File: src/rtl/irq_route_pkg.sv
package irq_route_pkg;

  typedef enum logic [3:0] {
    WIN_NONE,
    WIN_ID,
    WIN_MASK,
    WIN_MSGEN,
    WIN_EDGE,
    WIN_CLR,
    WIN_AUTO,
    WIN_ROUTE,
    WIN_VEC,
    WIN_POL
  } win_e;

  // Identification word contents
  localparam logic [31:0] ID_LOW_WORD = 32'h0700_0000;
  localparam logic [15:0] ID_VERSION  = 16'h0001;

  // 8-byte slot numbers (offset / 8) of the word windows
  localparam logic [6:0] SLOT_ID    = 7'd0;
  localparam logic [6:0] SLOT_MASK  = 7'd4;
  localparam logic [6:0] SLOT_MSGEN = 7'd8;
  localparam logic [6:0] SLOT_EDGE  = 7'd12;
  localparam logic [6:0] SLOT_CLR   = 7'd16;
  localparam logic [6:0] SLOT_AUTOA = 7'd24;
  localparam logic [6:0] SLOT_AUTOB = 7'd28;
  localparam logic [6:0] SLOT_POL   = 7'd124;

  // 64-byte block numbers (offset / 64) of the byte windows
  localparam logic [3:0] BLK_ROUTE  = 4'd4;
  localparam logic [3:0] BLK_VEC    = 4'd8;

endpackage

File: src/rtl/irq_bus_decode.sv
module irq_bus_decode
  import irq_route_pkg::*;
#(
  parameter int ADDR_W = 10,
  parameter int IDX_W  = 6
) (
  input  logic [ADDR_W-1:0] addr,
  output win_e              win,
  output logic              upper,
  output logic [IDX_W-1:0]  idx
);

  logic [6:0] slot;
  logic [3:0] blk;

  assign slot  = addr[9:3];
  assign blk   = addr[9:6];
  assign upper = addr[2];
  assign idx   = addr[IDX_W-1:0];

  always_comb begin
    win = WIN_NONE;
    case (slot)
      SLOT_ID:    win = WIN_ID;
      SLOT_MASK:  win = WIN_MASK;
      SLOT_MSGEN: win = WIN_MSGEN;
      SLOT_EDGE:  win = WIN_EDGE;
      SLOT_CLR:   win = WIN_CLR;
      SLOT_AUTOA: win = WIN_AUTO;
      SLOT_AUTOB: win = WIN_AUTO;
      SLOT_POL:   win = WIN_POL;
      default:    win = WIN_NONE;
    endcase
    if (blk == BLK_ROUTE) win = WIN_ROUTE;
    if (blk == BLK_VEC)   win = WIN_VEC;
  end

endmodule

File: src/rtl/irq_cfg_regs.sv
module irq_cfg_regs
  import irq_route_pkg::*;
#(
  parameter int LINES    = 64,
  parameter int VEC_W    = 8,
  parameter int IDX_W    = 6,
  parameter int ID_COUNT = 31
) (
  input  logic                   clk,
  input  logic                   rst_n,
  input  logic                   req,
  input  logic                   we,
  input  win_e                   win,
  input  logic                   upper,
  input  logic [IDX_W-1:0]       idx,
  input  logic [31:0]            wdata,
  output logic [LINES-1:0]       mask_q,
  output logic [LINES-1:0]       mask_nx,
  output logic [LINES-1:0]       edge_q,
  output logic [LINES-1:0]       clr_bits,
  output logic [LINES*VEC_W-1:0] vec_flat,
  output logic [31:0]            rdata,
  output logic                   err
);

  localparam int HALF_W = 32;

  logic              wr;
  logic [LINES-1:0]  edge_nx;
  logic [LINES-1:0]  msgen_q;
  logic [LINES-1:0]  msgen_nx;
  logic [VEC_W-1:0]  vec_q [LINES];
  logic              vec_we;
  logic [5:0]        half_lsb;

  assign wr       = req & we;
  assign vec_we   = wr & (win == WIN_VEC);
  assign half_lsb = {upper, 5'd0};

  // Next-state for the 64-bit registers, one half at a time
  always_comb begin
    mask_nx  = mask_q;
    edge_nx  = edge_q;
    msgen_nx = msgen_q;
    clr_bits = '0;
    if (wr) begin
      case (win)
        WIN_MASK:  mask_nx[half_lsb +: HALF_W]  = wdata;
        WIN_EDGE:  edge_nx[half_lsb +: HALF_W]  = wdata;
        WIN_MSGEN: msgen_nx[half_lsb +: HALF_W] = wdata;
        WIN_CLR:   clr_bits[half_lsb +: HALF_W] = wdata;
        default: ;
      endcase
    end
  end

  always_ff @(posedge clk or negedge rst_n) begin
    if (!rst_n) begin
      mask_q  <= '1;
      edge_q  <= '0;
      msgen_q <= '0;
    end else begin
      mask_q  <= mask_nx;
      edge_q  <= edge_nx;
      msgen_q <= msgen_nx;
    end
  end

  always_ff @(posedge clk or negedge rst_n) begin
    if (!rst_n) begin
      for (int i = 0; i < LINES; i++) vec_q[i] <= '0;
    end else if (vec_we) begin
      vec_q[idx] <= wdata[VEC_W-1:0];
    end
  end

  for (genvar g = 0; g < LINES; g++) begin : g_vec_flat
    assign vec_flat[g*VEC_W +: VEC_W] = vec_q[g];
  end

  // Same-cycle read data and error flag
  always_comb begin
    rdata = '0;
    err   = 1'b0;
    if (req) begin
      case (win)
        WIN_ID: begin
          err = we;
          if (!we) rdata = upper ? {16'(ID_COUNT), ID_VERSION} : ID_LOW_WORD;
        end
        WIN_MASK:  rdata = mask_q[half_lsb +: HALF_W];
        WIN_MSGEN: rdata = msgen_q[half_lsb +: HALF_W];
        WIN_EDGE:  rdata = edge_q[half_lsb +: HALF_W];
        WIN_CLR:   err = !we;
        WIN_AUTO:  rdata = '0;
        WIN_POL:   rdata = '0;
        WIN_ROUTE: rdata = 32'd1;
        WIN_VEC:   rdata = {{(32-VEC_W){1'b0}}, vec_q[idx]};
        default:   err = 1'b1;
      endcase
    end
  end

  // a low-half mask write keeps the upper half
  assert_other_half_kept_R2: assert property (@(posedge clk) disable iff (!rst_n)
    (req && we && win == WIN_MASK && !upper) |=> (mask_q[LINES-1:HALF_W] == $past(mask_q[LINES-1:HALF_W])));

  // an erroring read returns zero
  assert_err_read_zero_R5: assert property (@(posedge clk) disable iff (!rst_n)
    (req && !we && err) |-> (rdata == 32'd0));

endmodule

File: src/rtl/irq_line_state.sv
module irq_line_state #(
  parameter int LINES = 64
) (
  input  logic             clk,
  input  logic             rst_n,
  input  logic [LINES-1:0] irq_in,
  input  logic [LINES-1:0] mask_q,
  input  logic [LINES-1:0] mask_nx,
  input  logic [LINES-1:0] edge_q,
  input  logic [LINES-1:0] clr_bits,
  input  logic [LINES-1:0] pop,
  output logic [LINES-1:0] isr_q,
  output logic [LINES-1:0] pend_q
);

  logic [LINES-1:0] in_q, irr_q;
  logic [LINES-1:0] in_nx, irr_nx, isr_nx, pend_nx;

  assign in_nx = irq_in;

  for (genvar g = 0; g < LINES; g++) begin : g_line
    logic rise, fall, lvl_drop, clr_hit, unmask, remask;
    logic eval_on, eval_off, do_on, do_off;

    assign rise     = irq_in[g] & ~in_q[g];
    assign fall     = ~irq_in[g] & in_q[g];
    assign lvl_drop = fall & ~edge_q[g];
    assign clr_hit  = clr_bits[g] & edge_q[g] & irr_q[g];
    assign unmask   = mask_q[g] & ~mask_nx[g];
    assign remask   = ~mask_q[g] & mask_nx[g];

    // A new rising input wins over a same-cycle clear
    assign irr_nx[g] = (irr_q[g] & ~lvl_drop & ~clr_hit) | rise;

    assign eval_on  = rise | unmask;
    assign eval_off = lvl_drop | clr_hit | remask;
    assign do_on    = eval_on & irr_nx[g] & ~mask_nx[g];
    assign do_off   = eval_off & isr_q[g] & ~irr_nx[g];

    assign isr_nx[g]  = do_on ? 1'b1 : (do_off ? 1'b0 : isr_q[g]);
    assign pend_nx[g] = (pend_q[g] & ~pop[g]) | do_on | do_off;

    // in-service always implies a held request
    assert_isr_needs_req_R7: assert property (@(posedge clk) disable iff (!rst_n)
      isr_q[g] |-> irr_q[g]);

    // an edge request survives until a clear write hits it
    assert_edge_req_held_R7: assert property (@(posedge clk) disable iff (!rst_n)
      (irr_q[g] && edge_q[g] && !clr_bits[g]) |=> irr_q[g]);

    // in-service only starts on an unmasked line
    assert_masked_no_isr_R12: assert property (@(posedge clk) disable iff (!rst_n)
      $rose(isr_q[g]) |-> !mask_q[g]);
  end

  always_ff @(posedge clk or negedge rst_n) begin
    if (!rst_n) begin
      in_q   <= '0;
      irr_q  <= '0;
      isr_q  <= '0;
      pend_q <= '0;
    end else begin
      in_q   <= in_nx;
      irr_q  <= irr_nx;
      isr_q  <= isr_nx;
      pend_q <= pend_nx;
    end
  end

endmodule

File: src/rtl/irq_event_pick.sv
module irq_event_pick #(
  parameter int LINES = 64,
  parameter int VEC_W = 8,
  parameter int IDX_W = 6
) (
  input  logic                   clk,
  input  logic                   rst_n,
  input  logic [LINES-1:0]       pend,
  input  logic [LINES-1:0]       isr,
  input  logic [LINES*VEC_W-1:0] vec_flat,
  input  logic                   evt_ready,
  output logic                   evt_valid,
  output logic [VEC_W-1:0]       evt_vec,
  output logic                   evt_level,
  output logic [LINES-1:0]       pop
);

  logic [IDX_W-1:0] sel;
  logic             fire;

  // Lowest pending line wins
  always_comb begin
    sel = '0;
    for (int i = LINES - 1; i >= 0; i--) begin
      if (pend[i]) sel = IDX_W'(i);
    end
  end

  assign evt_valid = |pend;
  assign evt_vec   = vec_flat[sel*VEC_W +: VEC_W];
  assign evt_level = isr[sel];
  assign fire      = evt_valid & evt_ready;

  always_comb begin
    pop      = '0;
    pop[sel] = fire;
  end

  // an offered event stays offered until accepted
  assert_valid_held_R10: assert property (@(posedge clk) disable iff (!rst_n)
    (evt_valid && !evt_ready) |=> evt_valid);

endmodule

File: src/rtl/irq_route_ctrl.sv
module irq_route_ctrl
  import irq_route_pkg::*;
#(
  parameter int LINES    = 64,
  parameter int VEC_W    = 8,
  parameter int ADDR_W   = 10,
  parameter int ID_COUNT = 31
) (
  input  logic              clk,
  input  logic              rst_n,
  input  logic [LINES-1:0]  irq_in,
  input  logic              bus_req,
  input  logic              bus_we,
  input  logic [ADDR_W-1:0] bus_addr,
  input  logic [31:0]       bus_wdata,
  output logic [31:0]       bus_rdata,
  output logic              bus_err,
  output logic              evt_valid,
  input  logic              evt_ready,
  output logic [VEC_W-1:0]  evt_vec,
  output logic              evt_level
);

  localparam int IDX_W = $clog2(LINES);

  logic [1:0]             rst_sync;
  logic                   rst_int_n;
  win_e                   win;
  logic                   upper;
  logic [IDX_W-1:0]       idx;
  logic [LINES-1:0]       mask_q, mask_nx, edge_q, clr_bits;
  logic [LINES-1:0]       isr, pend, pop;
  logic [LINES*VEC_W-1:0] vec_flat;

  // Reset asserts at once and releases on a clock edge
  always_ff @(posedge clk or negedge rst_n) begin
    if (!rst_n) rst_sync <= 2'b00;
    else        rst_sync <= {rst_sync[0], 1'b1};
  end
  assign rst_int_n = rst_sync[1];

  irq_bus_decode #(.ADDR_W(ADDR_W), .IDX_W(IDX_W)) u_decode (
    .addr  (bus_addr),
    .win   (win),
    .upper (upper),
    .idx   (idx)
  );

  irq_cfg_regs #(.LINES(LINES), .VEC_W(VEC_W), .IDX_W(IDX_W), .ID_COUNT(ID_COUNT)) u_cfg (
    .clk      (clk),
    .rst_n    (rst_int_n),
    .req      (bus_req),
    .we       (bus_we),
    .win      (win),
    .upper    (upper),
    .idx      (idx),
    .wdata    (bus_wdata),
    .mask_q   (mask_q),
    .mask_nx  (mask_nx),
    .edge_q   (edge_q),
    .clr_bits (clr_bits),
    .vec_flat (vec_flat),
    .rdata    (bus_rdata),
    .err      (bus_err)
  );

  irq_line_state #(.LINES(LINES)) u_lines (
    .clk      (clk),
    .rst_n    (rst_int_n),
    .irq_in   (irq_in),
    .mask_q   (mask_q),
    .mask_nx  (mask_nx),
    .edge_q   (edge_q),
    .clr_bits (clr_bits),
    .pop      (pop),
    .isr_q    (isr),
    .pend_q   (pend)
  );

  irq_event_pick #(.LINES(LINES), .VEC_W(VEC_W), .IDX_W(IDX_W)) u_pick (
    .clk       (clk),
    .rst_n     (rst_int_n),
    .pend      (pend),
    .isr       (isr),
    .vec_flat  (vec_flat),
    .evt_ready (evt_ready),
    .evt_valid (evt_valid),
    .evt_vec   (evt_vec),
    .evt_level (evt_level),
    .pop       (pop)
  );

endmodule

File: config.mk
export PLATFORM = sky130hd
export DESIGN_NAME = irq_route_ctrl
export DESIGN_NICKNAME = d
export VERILOG_FILES = /design/src/rtl/irq_route_pkg.sv /design/src/rtl/irq_bus_decode.sv /design/src/rtl/irq_cfg_regs.sv /design/src/rtl/irq_line_state.sv /design/src/rtl/irq_event_pick.sv /design/src/rtl/irq_route_ctrl.sv
export SDC_FILE = /design/constraint.sdc
export NUM_CORES = 2
export LEC_CHECK = 0
export ABC_AREA = 0
export BUFFER_PORTS_ARGS = -buffer_cell sky130_fd_sc_hd__buf_4
export CAP_MARGIN = 20
export CORE_ASPECT_RATIO = 0.75
export CORE_UTILIZATION = 55
export CTS_CLUSTER_DIAMETER = 50
export DETAILED_ROUTE_END_ITERATION = 7
export HOLD_SLACK_MARGIN = 0.02
export PLACE_DENSITY = 0.72
export RECOVER_POWER = 50
export SYNTH_ARGS = -nofsm -noshare
export SYNTH_HDL_FRONTEND = slang
export SYNTH_HIERARCHICAL = 1
export SYNTH_SLANG_ARGS = --single-unit
File: constraint.sdc
create_clock -name clk -period 62.7 [get_ports clk]
set_clock_uncertainty 0.15 [all_clocks]
set_input_delay 12.54 -clock clk [delete_from_list [all_inputs] [get_ports clk]]
set_output_delay 12.54 -clock clk [all_outputs]
set_load 0.005 [all_outputs]
==> results.sh <==
export IMPL_final_seq_area_mm2=0.0242
export IMPL_timing_final_crit_share=0.481
export IMPL_final_max_slew_viol_count=967
export IMPL_total_core_area_mm2=0.0941
export IMPL_crit_top_cell="buf_4"
export IMPL_yosys_area_share_xor_xnor=0
export IMPL_final_common_cell="dfrtp_1"
export IMPL_syn_nets=4959
export IMPL_muxShareOfSynthArea=0.178
export IMPL_max_clock_path_buffers=3
export IMPL_cts_resized=0
export IMPL_grt_util_all_layers=0.378
export IMPL_yosysTopAreaCellShare=0.427
export IMPL_yosys_register_bits=962
export IMPL_routed_wirelength_um=187000
export IMPL_synth_simple_gate_area_frac=0.150
export IMPL_multi_input_area_mm2=0.0266
export IMPL_area_growth_synth_to_final_pct=10.7
export IMPL_endpoint_kind="primary output"
export IMPL_ctsRootBufferMaster="clkbuf_16"
export IMPL_grt_pass1_wl_um=274000
export IMPL_combinational_family_with_the_most_area_after_synthesis="multiplexers"
export IMPL_worst_hold_path_type="reg -> reg"
export IMPL_port_buffers=153
export IMPL_mostFrequentLayoutCells="dfrtp_1, nand2_1, mux2_1"
export IMPL_cpPeakStageDelay_ns=0.82
export IMPL_grt_remaining_overflow=0
export IMPL_fill_cells=7546
export IMPL_syn_mean_instance_area_um2=10.9
export IMPL_crit_path_max_fanout=16
export IMPL_synth_top_flop_cell="dfrtp_1"
export IMPL_cts_repair_timing_setup_buffer_count=0
export IMPL_finalSetupViolations=0
export IMPL_clock_edge_transition_at_the_registers_on_the_reported_setup_and_hold_paths_ns=0.06
export IMPL_ant_nets=0
export IMPL_rsz0062_at_grt="no"
export IMPL_violations="DRC, capacitance limit, slew limit"
export IMPL_detailed_place_hpwl_um=122000
export IMPL_final_min_clock_period_ns=30.15
export IMPL_cts_tree="yes"
export IMPL_worstMarginPinSlew_ns=9.51
export IMPL_p_leak_nw=26.2
export IMPL_share_of_synthesized_registers_carrying_an_async_set_or_reset=1.00
export IMPL_grt_max_degree=174
export IMPL_place_congestion=1.02
export IMPL_synth_cell_type_count=102
export IMPL_cp_required_ns=50.01
export IMPL_drive_gt1_frac=0.188
export IMPL_synth_largest_area_cell="dfrtp_1"
export IMPL_quantity_of_hold_fixing_buffers_added_after_cts=0
export IMPL_clock_tree_htree_level_count=3
export IMPL_vias_per_cell=7.06
export IMPL_synth_seq_area_share=0.459
export IMPL_setup_tns_final_ns=0
export IMPL_worst_path_cell_trace="buf_4 > mux2i_1 > or4_1 > a21oi_1 > nand2b_1 > o21a_1 > nor2_2 > nand2_1 > buf_4 > a311oi_1 > a31o_2 > buf_4"
export IMPL_synth_compound_area_frac=0.174
export IMPL_std_cell_rows=97
export IMPL_detail_routed_net_length_per_standard_cell_um=30.0
export IMPL_hold_violations=0
export IMPL_worst_endpoint_arrival_ns=17.46
export IMPL_syn_area_mm2=0.0526
export IMPL_setup_worst_path_class="in -> out"
export IMPL_crit_slowest_cell="a21oi_1"
export IMPL_clkSinkCount=962
export IMPL_floorplan_die_width_um=359
export IMPL_io_pins=154
export IMPL_status="complete, but fails checks"
export IMPL_synth_adder_area_share=0
export IMPL_max_clock_freq_ghz=0.0332
export IMPL_via_count_of_the_first_global_routing_pass=41300
export IMPL_design_die_area_mm2=0.0970
export IMPL_vias=43900
export IMPL_ys_warn_count=6
export IMPL_synth_edf_count=0
export IMPL_slew_limit_headroom=-5.34
export IMPL_final_util=0.620
export IMPL_timing_max_cap_violations=13
export IMPL_grt_antenna_before_repair=13
export IMPL_cts_buffers=102
export IMPL_die_height_um=270
export IMPL_ir_worst_vdd_mv=0.0257
export IMPL_starting_density=0.560
export IMPL_drc=18
export IMPL_reg2reg_slack_ns=47.72
export IMPL_design_final_nets=5001
export IMPL_insertion_delay_ns=0.72
export IMPL_synthTopCellsByArea="dfrtp_1, mux2_1, mux2_2"
export IMPL_crit_path_start_kind="primary input"
export IMPL_drt_first_pass_iters=8
export IMPL_syn_instance_count=4848
export IMPL_power_density_mw_per_mm2=28.3
export IMPL_drt_iter0_drc=6592
[final timing paths]
path / startpoint / to / cells past startpoint
worst max-delay path: bus_addr[5] / bus_rdata[2] / 12
worst min-delay path: rst_sync[0] / rst_sync[1] / 0
worst max register to register: rst_sync[1] / u_cfg/vec_flat[289] / 3
worst min register to register: rst_sync[0] / rst_sync[1] / 0
max in group asynchronous: rst_sync[1] / u_cfg/vec_flat[289] / 3
min in group asynchronous: rst_sync[1] / u_lines/irr_q[53] / 0
[logic make-up after synthesis]
family	Yosys count
and+or+nand+nor	1370
AOI/OAI and AO/OA	1195
muxes	842
DFF	962
buffers and inverters	478
other	1
[synthesized netlist by cell type, drive strengths merged (30+ instances only)]
master and n:
dfrtp 898, mux2 704, nand2 476, nor2 326, inv 183, buf 155
clkbuf 138, a221o 137, mux2i 134, o21ai 134, nor2b 133, o21bai 116
a221oi 109, a22oi 103, a21oi 87, a31oi 79, and2 77, a211oi 70
o22ai 68, nor3b 67, dfstp 64, nand3b 61, nor3 50, o32ai 42
a222oi 41, a22o 39, a41oi 30
[power by group]
part | switching, mW | internal [mW] | total (mW)
sequential | 0.0498 | 0.668 | 0.717
combinational | 0.183 | 0.0930 | 0.276
clock | 0.272 | 0.382 | 0.654
total | 0.505 | 1.14 | 1.65
[stage by stage]
stage / power [mW] / hold slack, ns / instances / setup slack, ns / area, um2
after floorplan: 0.874 / 0.181 / 4848 / 33.86 / 52600
after detailed placement: 0.988 / 0.193 / 6019 / 32.82 / 54800
after global routing: 1.69 / 0.206 / 6216 / 32.42 / 58300
after CTS: 1.64 / 0.205 / 6210 / 32.80 / 58400
after global placement: 0.982 / 0.189 / 6018 / 32.88 / 54700
final: 1.65 / 0.200 / 6221 / 32.55 / 58300
[cell type report]
cell class / instances / area share
diodes: 7 / 0.000301
clock inverters: 52 / 0.0118
repair buffers: 231 / 0.0280
clock buffers: 139 / 0.0505
inverters: 185 / 0.0119
well taps: 1237 / 0.0266
multi-input cells: 3408 / 0.457
flip-flops and latches: 962 / 0.414
[metal layers]
layer | vias up | global-route usage | wire, um
met5 | - | 0.00343 | 161
met4 | 16 | 0.138 | 7220
met3 | 521 | 0.149 | 28000
met2 | 3036 | 0.509 | 74800
met1 | 22100 | 0.542 | 76400
li1 | 18300 | - | -
[worst max-delay path: cells and delay by family]
family	cells	cell delay (ns)
mux	1	0.13
buf+inv	3	0.71
compound gates	4	2.13
simple gates	4	1.91
[registers in the layout (all words and copies together), names as in the netlist]
name	count
u_cfg/edge_q	64
u_cfg/vec_flat	512
u_lines/isr_q	64
u_cfg/mask_q	64
u_lines/irr_q	64
u_lines/pend_q	64
u_cfg/msgen_q	64
rst_sync	2
u_lines/in_q	64
Note: power is estimated with default switching activity, not from simulation.
